--- config.mk ---
export PLATFORM = sky130hd
export DESIGN_NAME = sectored_cache
export DESIGN_NICKNAME = d
export VERILOG_FILES = /design/src/rtl/sc_pkg.sv /design/src/rtl/sc_tag_store.sv /design/src/rtl/sc_data_store.sv /design/src/rtl/sc_ctrl.sv /design/src/rtl/sectored_cache.sv
export SDC_FILE = /design/constraint.sdc
export NUM_CORES = 2
export LEC_CHECK = 0
export ABC_AREA = 1
export BUFFER_PORTS_ARGS = -buffer_cell sky130_fd_sc_hd__buf_2
export CAP_MARGIN = 10
export CORE_UTILIZATION = 55
export DETAILED_ROUTE_END_ITERATION = 8
export GPL_TIMING_DRIVEN = 1
export PLACE_DENSITY = 0.72
export RECOVER_POWER = 100
export SYNTH_ARGS = -nofsm -noshare
export SYNTH_HDL_FRONTEND = slang
export SYNTH_SLANG_ARGS = --single-unit
--- constraint.sdc ---
create_clock -name clk_i -period 5 [get_ports clk_i]
set_input_delay 0 -clock clk_i [delete_from_list [all_inputs] [get_ports clk_i]]
set_output_delay 0 -clock clk_i [all_outputs]
set_load 0.01 [all_outputs]
--- src/rtl/sc_pkg.sv ---
package sc_pkg;
  typedef enum logic [2:0] {
    ST_IDLE,
    ST_LOOKUP,
    ST_WBACK,
    ST_FILL,
    ST_RESP
  } sc_state_e;
endpackage

--- src/rtl/sc_tag_store.sv ---
module sc_tag_store #(
  parameter int TAG_W     = 8,
  parameter int NUM_LINES = 4,
  parameter int SUBS      = 4
) (
  input  logic                         clk_i,
  input  logic                         rst_ni,
  input  logic [$clog2(NUM_LINES)-1:0] idx_i,
  input  logic [$clog2(SUBS)-1:0]      sub_i,
  input  logic                         retag_i,
  input  logic [TAG_W-1:0]             new_tag_i,
  input  logic                         set_valid_i,
  input  logic                         set_dirty_i,
  input  logic                         clr_dirty_i,
  output logic [TAG_W-1:0]             tag_o,
  output logic [SUBS-1:0]              valid_o,
  output logic [SUBS-1:0]              dirty_o
);
  logic [TAG_W-1:0] tag_q   [NUM_LINES];
  logic [SUBS-1:0]  valid_q [NUM_LINES];
  logic [SUBS-1:0]  dirty_q [NUM_LINES];

  always_ff @(posedge clk_i or negedge rst_ni) begin
    if (!rst_ni) begin
      for (int l = 0; l < NUM_LINES; l++) begin
        tag_q[l]   <= '0;
        valid_q[l] <= '0;
        dirty_q[l] <= '0;
      end
    end else if (retag_i) begin
      // new tag: whole line starts empty
      tag_q[idx_i]   <= new_tag_i;
      valid_q[idx_i] <= '0;
      dirty_q[idx_i] <= '0;
    end else begin
      if (set_valid_i) valid_q[idx_i][sub_i] <= 1'b1;
      if (set_dirty_i)      dirty_q[idx_i][sub_i] <= 1'b1;
      else if (clr_dirty_i) dirty_q[idx_i][sub_i] <= 1'b0;
    end
  end

  assign tag_o   = tag_q[idx_i];
  assign valid_o = valid_q[idx_i];
  assign dirty_o = dirty_q[idx_i];

  for (genvar l = 0; l < NUM_LINES; l++) begin : g_chk
    assert_dirty_within_valid_R6: assert property (@(posedge clk_i) disable iff (!rst_ni)
      (dirty_q[l] & ~valid_q[l]) == '0);
  end
endmodule

--- src/rtl/sc_data_store.sv ---
module sc_data_store #(
  parameter int WORD_W        = 32,
  parameter int WORDS_PER_SUB = 4,
  parameter int DEPTH         = 16
) (
  input  logic                            clk_i,
  input  logic [$clog2(DEPTH)-1:0]        addr_i,
  input  logic                            wr_en_i,
  input  logic [WORDS_PER_SUB-1:0]        wr_mask_i,
  input  logic [WORD_W*WORDS_PER_SUB-1:0] wr_data_i,
  output logic [WORD_W*WORDS_PER_SUB-1:0] rd_data_o
);
  localparam int SUB_W = WORD_W * WORDS_PER_SUB;

  logic [SUB_W-1:0] mem_q [DEPTH];

  always_ff @(posedge clk_i) begin
    if (wr_en_i) begin
      for (int w = 0; w < WORDS_PER_SUB; w++) begin
        if (wr_mask_i[w]) mem_q[addr_i][w*WORD_W +: WORD_W] <= wr_data_i[w*WORD_W +: WORD_W];
      end
    end
  end

  assign rd_data_o = mem_q[addr_i];
endmodule

--- src/rtl/sc_ctrl.sv ---
module sc_ctrl
  import sc_pkg::*;
#(
  parameter int ADDR_W        = 16,
  parameter int WORD_W        = 32,
  parameter int WORDS_PER_SUB = 4,
  parameter int SUBS          = 4,
  parameter int NUM_LINES     = 4
) (
  input  logic                                   clk_i,
  input  logic                                   rst_ni,
  input  logic                                   req_valid_i,
  input  logic                                   req_write_i,
  input  logic [ADDR_W-1:0]                      req_addr_i,
  input  logic [WORD_W-1:0]                      req_wdata_i,
  output logic                                   req_ready_o,
  output logic                                   resp_valid_o,
  output logic [WORD_W-1:0]                      resp_rdata_o,
  output logic                                   mem_req_o,
  output logic                                   mem_we_o,
  output logic [ADDR_W-1:0]                      mem_addr_o,
  output logic [WORD_W*WORDS_PER_SUB-1:0]        mem_wdata_o,
  input  logic                                   mem_ack_i,
  input  logic [WORD_W*WORDS_PER_SUB-1:0]        mem_rdata_i,
  output logic [$clog2(NUM_LINES)-1:0]           idx_o,
  output logic [$clog2(SUBS)-1:0]                sub_o,
  output logic                                   retag_o,
  output logic [ADDR_W-$clog2(WORD_W/8)-$clog2(WORDS_PER_SUB)-$clog2(SUBS)-$clog2(NUM_LINES)-1:0] new_tag_o,
  output logic                                   set_valid_o,
  output logic                                   set_dirty_o,
  output logic                                   clr_dirty_o,
  input  logic [ADDR_W-$clog2(WORD_W/8)-$clog2(WORDS_PER_SUB)-$clog2(SUBS)-$clog2(NUM_LINES)-1:0] ts_tag_i,
  input  logic [SUBS-1:0]                        ts_valid_i,
  input  logic [SUBS-1:0]                        ts_dirty_i,
  output logic                                   dat_we_o,
  output logic [WORDS_PER_SUB-1:0]               dat_mask_o,
  output logic [WORD_W*WORDS_PER_SUB-1:0]        dat_wdata_o,
  input  logic [WORD_W*WORDS_PER_SUB-1:0]        dat_rdata_i
);
  localparam int OFF_W  = $clog2(WORD_W/8);
  localparam int WSEL_W = $clog2(WORDS_PER_SUB);
  localparam int SSEL_W = $clog2(SUBS);
  localparam int IDX_W  = $clog2(NUM_LINES);
  localparam int TAG_W  = ADDR_W - OFF_W - WSEL_W - SSEL_W - IDX_W;
  localparam int HI_W   = ADDR_W - OFF_W;

  sc_state_e          state_q;
  logic               wr_q;
  logic [HI_W-1:0]    addr_q;
  logic [WORD_W-1:0]  wdata_q;
  logic [SSEL_W-1:0]  wb_sub_q;

  logic [WSEL_W-1:0]  wsel_r;
  logic [SSEL_W-1:0]  sub_r;
  logic [IDX_W-1:0]   idx_r;
  logic [TAG_W-1:0]   tag_r;
  logic               tag_hit, sub_hit, any_dirty, fill_done, wr_hit;
  logic [SSEL_W-1:0]  low_dirty;
  logic [SUBS-1:0]    lower_mask;

  assign wsel_r = addr_q[0 +: WSEL_W];
  assign sub_r  = addr_q[WSEL_W +: SSEL_W];
  assign idx_r  = addr_q[WSEL_W+SSEL_W +: IDX_W];
  assign tag_r  = addr_q[HI_W-1 -: TAG_W];

  assign tag_hit   = (|ts_valid_i) && (ts_tag_i == tag_r);
  assign sub_hit   = tag_hit && ts_valid_i[sub_r];
  assign any_dirty = |ts_dirty_i;

  always_comb begin
    logic found;
    low_dirty = '0;
    found     = 1'b0;
    for (int s = 0; s < SUBS; s++) begin
      if (ts_dirty_i[s] && !found) begin
        low_dirty = SSEL_W'(s);
        found     = 1'b1;
      end
    end
  end

  always_comb begin
    for (int s = 0; s < SUBS; s++) lower_mask[s] = SSEL_W'(s) < wb_sub_q;
  end

  always_ff @(posedge clk_i or negedge rst_ni) begin
    if (!rst_ni) begin
      state_q  <= ST_IDLE;
      wr_q     <= 1'b0;
      addr_q   <= '0;
      wdata_q  <= '0;
      wb_sub_q <= '0;
    end else begin
      unique case (state_q)
        ST_IDLE: if (req_valid_i) begin
          wr_q    <= req_write_i;
          addr_q  <= req_addr_i[ADDR_W-1:OFF_W];
          wdata_q <= req_wdata_i;
          state_q <= ST_LOOKUP;
        end
        ST_LOOKUP: begin
          if (sub_hit)        state_q <= ST_RESP;
          else if (tag_hit)   state_q <= ST_FILL;
          else if (any_dirty) begin
            wb_sub_q <= low_dirty;
            state_q  <= ST_WBACK;
          end else            state_q <= ST_FILL;
        end
        ST_WBACK: if (mem_ack_i) state_q <= ST_LOOKUP;  // re-evaluate for next dirty subblock
        ST_FILL:  if (mem_ack_i) state_q <= ST_RESP;
        ST_RESP:  state_q <= ST_IDLE;
        default:  state_q <= ST_IDLE;
      endcase
    end
  end

  assign fill_done = (state_q == ST_FILL) && mem_ack_i;
  assign wr_hit    = (state_q == ST_LOOKUP) && sub_hit && wr_q;

  assign idx_o       = idx_r;
  assign sub_o       = (state_q == ST_WBACK) ? wb_sub_q : sub_r;
  assign retag_o     = (state_q == ST_LOOKUP) && !tag_hit && !any_dirty;
  assign new_tag_o   = tag_r;
  assign set_valid_o = fill_done;
  assign set_dirty_o = wr_hit || (fill_done && wr_q);
  assign clr_dirty_o = (state_q == ST_WBACK) && mem_ack_i;

  assign dat_we_o   = fill_done || wr_hit;
  assign dat_mask_o = fill_done ? '1 : (WORDS_PER_SUB'(1) << wsel_r);
  for (genvar w = 0; w < WORDS_PER_SUB; w++) begin : g_merge
    assign dat_wdata_o[w*WORD_W +: WORD_W] =
      (wr_q && wsel_r == WSEL_W'(w)) ? wdata_q : mem_rdata_i[w*WORD_W +: WORD_W];
  end

  assign req_ready_o  = (state_q == ST_IDLE);
  assign resp_valid_o = (state_q == ST_RESP);
  assign resp_rdata_o = dat_rdata_i[wsel_r*WORD_W +: WORD_W];
  assign mem_req_o    = (state_q == ST_WBACK) || (state_q == ST_FILL);
  assign mem_we_o     = (state_q == ST_WBACK);
  assign mem_addr_o   = (state_q == ST_WBACK)
                      ? {ts_tag_i, idx_r, wb_sub_q, {(OFF_W+WSEL_W){1'b0}}}
                      : {tag_r, idx_r, sub_r, {(OFF_W+WSEL_W){1'b0}}};
  assign mem_wdata_o  = dat_rdata_i;

  assert_aligned_R10: assert property (@(posedge clk_i) disable iff (!rst_ni)
    req_valid_i |-> req_addr_i[OFF_W-1:0] == '0);
  assert_one_in_flight_R8: assert property (@(posedge clk_i) disable iff (!rst_ni)
    (req_valid_i && req_ready_o) |=> !req_ready_o);
  assert_resp_pulse_R8: assert property (@(posedge clk_i) disable iff (!rst_ni)
    resp_valid_o |=> !resp_valid_o);
  assert_mem_hold_R9: assert property (@(posedge clk_i) disable iff (!rst_ni)
    (mem_req_o && !mem_ack_i) |=> mem_req_o && $stable(mem_addr_o) && $stable(mem_we_o));
  assert_wdata_hold_R9: assert property (@(posedge clk_i) disable iff (!rst_ni)
    (mem_req_o && mem_we_o && !mem_ack_i) |=> $stable(mem_wdata_o));
  assert_wb_dirty_R7: assert property (@(posedge clk_i) disable iff (!rst_ni)
    (state_q == ST_WBACK) |-> ts_dirty_i[wb_sub_q]);
  assert_wb_order_R7: assert property (@(posedge clk_i) disable iff (!rst_ni)
    (state_q == ST_WBACK) |-> (ts_dirty_i & lower_mask) == '0);
  assert_fill_target_R4: assert property (@(posedge clk_i) disable iff (!rst_ni)
    (state_q == ST_FILL) |-> (ts_tag_i == tag_r) && !ts_valid_i[sub_r]);
  assert_retag_clears_R5: assert property (@(posedge clk_i) disable iff (!rst_ni)
    retag_o |=> (ts_valid_i == '0) && (ts_dirty_i == '0));
endmodule

--- src/rtl/sectored_cache.sv ---
module sectored_cache #(
  parameter int ADDR_W     = 16,
  parameter int WORD_W     = 32,
  parameter int SUB_BYTES  = 16,
  parameter int LINE_BYTES = 64,
  parameter int NUM_LINES  = 4,
  localparam int SUB_W     = SUB_BYTES * 8
) (
  input  logic              clk_i,
  input  logic              rst_ni,
  input  logic              req_valid_i,
  input  logic              req_write_i,
  input  logic [ADDR_W-1:0] req_addr_i,
  input  logic [WORD_W-1:0] req_wdata_i,
  output logic              req_ready_o,
  output logic              resp_valid_o,
  output logic [WORD_W-1:0] resp_rdata_o,
  output logic              mem_req_o,
  output logic              mem_we_o,
  output logic [ADDR_W-1:0] mem_addr_o,
  output logic [SUB_W-1:0]  mem_wdata_o,
  input  logic              mem_ack_i,
  input  logic [SUB_W-1:0]  mem_rdata_i
);
  localparam int WORDS_PER_SUB = SUB_BYTES / (WORD_W/8);
  localparam int SUBS          = LINE_BYTES / SUB_BYTES;
  localparam int SSEL_W        = $clog2(SUBS);
  localparam int IDX_W         = $clog2(NUM_LINES);
  localparam int TAG_W         = ADDR_W - $clog2(LINE_BYTES) - IDX_W;

  logic [IDX_W-1:0]         idx;
  logic [SSEL_W-1:0]        sub;
  logic                     retag, set_valid, set_dirty, clr_dirty, dat_we;
  logic [TAG_W-1:0]         new_tag, ts_tag;
  logic [SUBS-1:0]          ts_valid, ts_dirty;
  logic [WORDS_PER_SUB-1:0] dat_mask;
  logic [SUB_W-1:0]         dat_wdata, dat_rdata;

  sc_ctrl #(
    .ADDR_W(ADDR_W), .WORD_W(WORD_W), .WORDS_PER_SUB(WORDS_PER_SUB),
    .SUBS(SUBS), .NUM_LINES(NUM_LINES)
  ) u_ctrl (
    .clk_i, .rst_ni, .req_valid_i, .req_write_i, .req_addr_i, .req_wdata_i,
    .req_ready_o, .resp_valid_o, .resp_rdata_o,
    .mem_req_o, .mem_we_o, .mem_addr_o, .mem_wdata_o, .mem_ack_i, .mem_rdata_i,
    .idx_o(idx), .sub_o(sub), .retag_o(retag), .new_tag_o(new_tag),
    .set_valid_o(set_valid), .set_dirty_o(set_dirty), .clr_dirty_o(clr_dirty),
    .ts_tag_i(ts_tag), .ts_valid_i(ts_valid), .ts_dirty_i(ts_dirty),
    .dat_we_o(dat_we), .dat_mask_o(dat_mask), .dat_wdata_o(dat_wdata), .dat_rdata_i(dat_rdata)
  );

  sc_tag_store #(.TAG_W(TAG_W), .NUM_LINES(NUM_LINES), .SUBS(SUBS)) u_tags (
    .clk_i, .rst_ni, .idx_i(idx), .sub_i(sub), .retag_i(retag), .new_tag_i(new_tag),
    .set_valid_i(set_valid), .set_dirty_i(set_dirty), .clr_dirty_i(clr_dirty),
    .tag_o(ts_tag), .valid_o(ts_valid), .dirty_o(ts_dirty)
  );

  sc_data_store #(.WORD_W(WORD_W), .WORDS_PER_SUB(WORDS_PER_SUB), .DEPTH(NUM_LINES*SUBS)) u_data (
    .clk_i, .addr_i({idx, sub}), .wr_en_i(dat_we), .wr_mask_i(dat_mask),
    .wr_data_i(dat_wdata), .rd_data_o(dat_rdata)
  );
endmodule

==> run summary <==
maximum VDD drop: 581 uV
Worst Path Arrival: 4890 ps
Worst-path clk slew: 60 ps
drt initial violations: 9565
Sink Count: 2164
status: finished with violations
number of fillers in the final layout: 10783
row cnt: 143
worst slew pin tran: 4260 ps
CP top delay family: simple AND/OR/NAND/NOR gates
Final Non-Filler Cells: 9300
f_max: 205 MHz
failing checks: max-capacitance violations, max-slew violations
DRT Pass-1 Iters: 6
number of global-route vias before repair: 56479
sequential fraction of the synthesis area: 75.8%
largest net degree at the start of global routing: 93
Lkg Pwr: 0.0366 uW
Synth cell types: 35
Pins Over Slew Limit: 490
initial antenna violation count: 33
Worst-Skew Late Latency: 860 ps
Hold Path Class: input port to flip-flop
maxcap violations: 17
die area: 156000 um2
GPL Wtd Cong: 0.924
final net count: 7255
Die Y: 395 um
Period minus WS final: 4890 ps
Mapped Cells: 6313
Worst EP required: 5000 ps
most frequent CP cell: nand2_1
fin crit share: 97.8%
worst-path cell chain: inv_1 > nand3_1 > o21ai_1 > nor2_4 > buf_12 > buf_4 > a22oi_1 > nand2_1 > nand2_1 > nand2_1 > nor2_1 > nor2_1 > nor2_1 > nand2_1 > clkbuf_2
Mapped Avg Cell Area: 13.5 um2
synthesized flop and latch total: 2164
critical path peak fanout: 59
top cell type's share of synthesized area: 72.4%
drt wl/cell: 30.1 um
area grow syn2layout: 16.6%
commonest non-fill, non-tap cells in the layout: edfxtp_1, nand2_1, a22oi_1
CP peak stage delay: 600 ps
DP HPWL: 165 mm
layout cells sized above 1: 10.7%
clk buf depth: 3
Crit. End Element: output pin
initial core utilization: 55.6%
CTS tree: yes
Crit path buffers/inverters: 4
H-tree levels: 4
Rel. slew slack: -184%
most common cell after layout, fill and taps aside: edfxtp_1
post-route setup TNS: 0 ps
Vias: 58942
cell accounting for the most synthesized area: edfxtp_1
CORE AREA: 153000 um2
Cell Area, Synth: 84900 um2
Via-to-Cell Ratio: 6.34
Inserted Clock Buffers: 204
ranking of synthesized cells by area: edfxtp_1, a22oi_1, nand2_1, dfrtp_1, nor2_1
clk_skew: 56.6 ps
Ports: 361
Final Hold Fails: 0
Slowest-stage cell, CP: nor2_1
number of I/O port buffers: 354
PwrDens: 724 nW/um2
gr usage total: 35.3%
placed instance count: 8637
# DRC: 0
die width: 395 um
drt total wl: 280 mm
Final setup viols: 0
Worst setup SP type: flip-flop
post-route ant nets: 0
grt ovf: 0
Yosys warning total: 0
first-pass GRT wire length: 392 mm
root buffer cell: clkbuf_16
Worst Setup Path Type: flip-flop to output pin
RSZ-0062 raised after global routing: no
[layout make-up]
| cell class | count | area, um2 | share of cell area, % |
|---|---|---|---|
| inverters | 248 | 941 | 0.950 |
| repair buffers | 914 | 6380 | 6.45 |
| clock buffers | 258 | 5400 | 5.45 |
| diodes | 19 | 47.5 | 0.0480 |
| multi-input cells | 3542 | 18000 | 18.2 |
| clock inverters | 125 | 1250 | 1.26 |
| well taps | 2030 | 2540 | 2.57 |
| flip-flops and latches | 2164 | 64400 | 65.1 |
[where the power goes]
| group | total [uW] | internal (uW) | leakage, uW | switching [uW] |
|---|---|---|---|---|
| clock network | 15400 | 8660 | 0.00325 | 6780 |
| logic | 32900 | 8320 | 0.0135 | 24500 |
| registers | 23400 | 23000 | 0.0198 | 363 |
[cell families after synthesis]
kind of cell / synth area share (%)
buffers and inverters: 3.31
AND/OR/NAND/NOR: 10.2
flip-flops: 75.8
AO/OA/AOI/OAI: 10.6
multiplexers: 0.0133
other: 0.00442
[flip-flops by register name (all words and copies together), names as in the netlist, named ones only]
name	cells
u_ctrl.addr_q	14
u_data.mem_q	2048
u_ctrl.wr_q	1
u_tags.valid_q	16
u_ctrl.wb_sub_q	2
u_ctrl.state_q	3
u_tags.tag_q	32
u_ctrl.wdata_q	32
[path summary, 6_finish.rpt]
| path | start | to | slack [ps] | cells after the start |
|---|---|---|---|---|
| setup / recovery | u_ctrl.state_q[0]$_DFFE_PN0P_ | resp_rdata_o[26] | 110 | 15 |
| hold / removal | mem_ack_i | u_ctrl.state_q[1]$_DFFE_PN0P_ | 100 | 5 |
| setup reg to reg | u_ctrl.wr_q$_DFFE_PN0P_ | u_data.mem_q[13][121]$_DFFE_PP_ | 110 | 8 |
| hold reg to reg | u_tags.tag_q[21]$_DFFE_PN0P_ | u_tags.tag_q[21]$_DFFE_PN0P_ | 490 | 2 |
| max in group asynchronous | rst_ni | u_ctrl.wdata_q[8]$_DFFE_PN0P_ | 470 | 4 |
| min in group asynchronous | rst_ni | u_tags.tag_q[20]$_DFFE_PN0P_ | 1230 | 4 |
[synth_stat cells]
cell / number
nand2_4: 2
clkbuf_1: 141
nor2_8: 1
nor2_4: 6
inv_2: 8
edfxtp_1: 2048
a22o_1: 1
o21ai_2: 7
inv_1: 240
nor3_2: 1
a211oi_1: 1
nand2_2: 4
nor2_2: 7
a21oi_2: 1
nand4_2: 1
o21ai_0: 154
nand2_1: 1705
a22oi_1: 1024
conb_1: 1
nand3_1: 44
a21oi_1: 64
nor2_1: 482
buf_4: 16
o211ai_1: 2
o21ai_1: 20
nor3_1: 3
buf_1: 8
nand3_4: 1
mux2_2: 1
buf_2: 163
dfrtp_1: 116
o311ai_0: 1
buf_6: 34
a211oi_2: 2
nand4_1: 3
[per-layer routing]
| layer | global-route usage (%) | up-vias | routed length (um) |
|---|---|---|---|
| met5 | 0 | - | 172 |
| met4 | 21.3 | 26 | 19700 |
| met3 | 12.0 | 901 | 42200 |
| met2 | 52.0 | 4828 | 123000 |
| met1 | 45.5 | 28586 | 95200 |
| li1 | - | 24601 | - |
[timing repair]
item	4_1_cts	5_1_grt
hold buffers	245	7
resized for setup	0	1
buffers inserted	0	2
endpoints found under the hold margin	1865	102
setup endpoints to repair	0	3
[stage by stage]
step                utilization (%)  cell area [um2]  hold WS, ps  power (uW)  worst slack [ps]
finish                         64.9            99000          103       71700               111
global route                   64.8            99000          106       74000              8.82
CTS                            65.6           100000         22.8       71300               264
detailed placement             59.7            91100          101       55700               788
global placement               59.7            91100         92.3       55100               795
floorplan                         -            84900         -296       41000              1290
[worst register-to-register path, stage by stage (launching register included)]
cell	delay [ps]
dfrtp_1	790
inv_1	360
nor2_1	320
inv_1	820
o21ai_0	760
inv_1	80
clkbuf_2	440
nor2_4	200
clkbuf_4	720
Power figures use the tool's default switching activity.
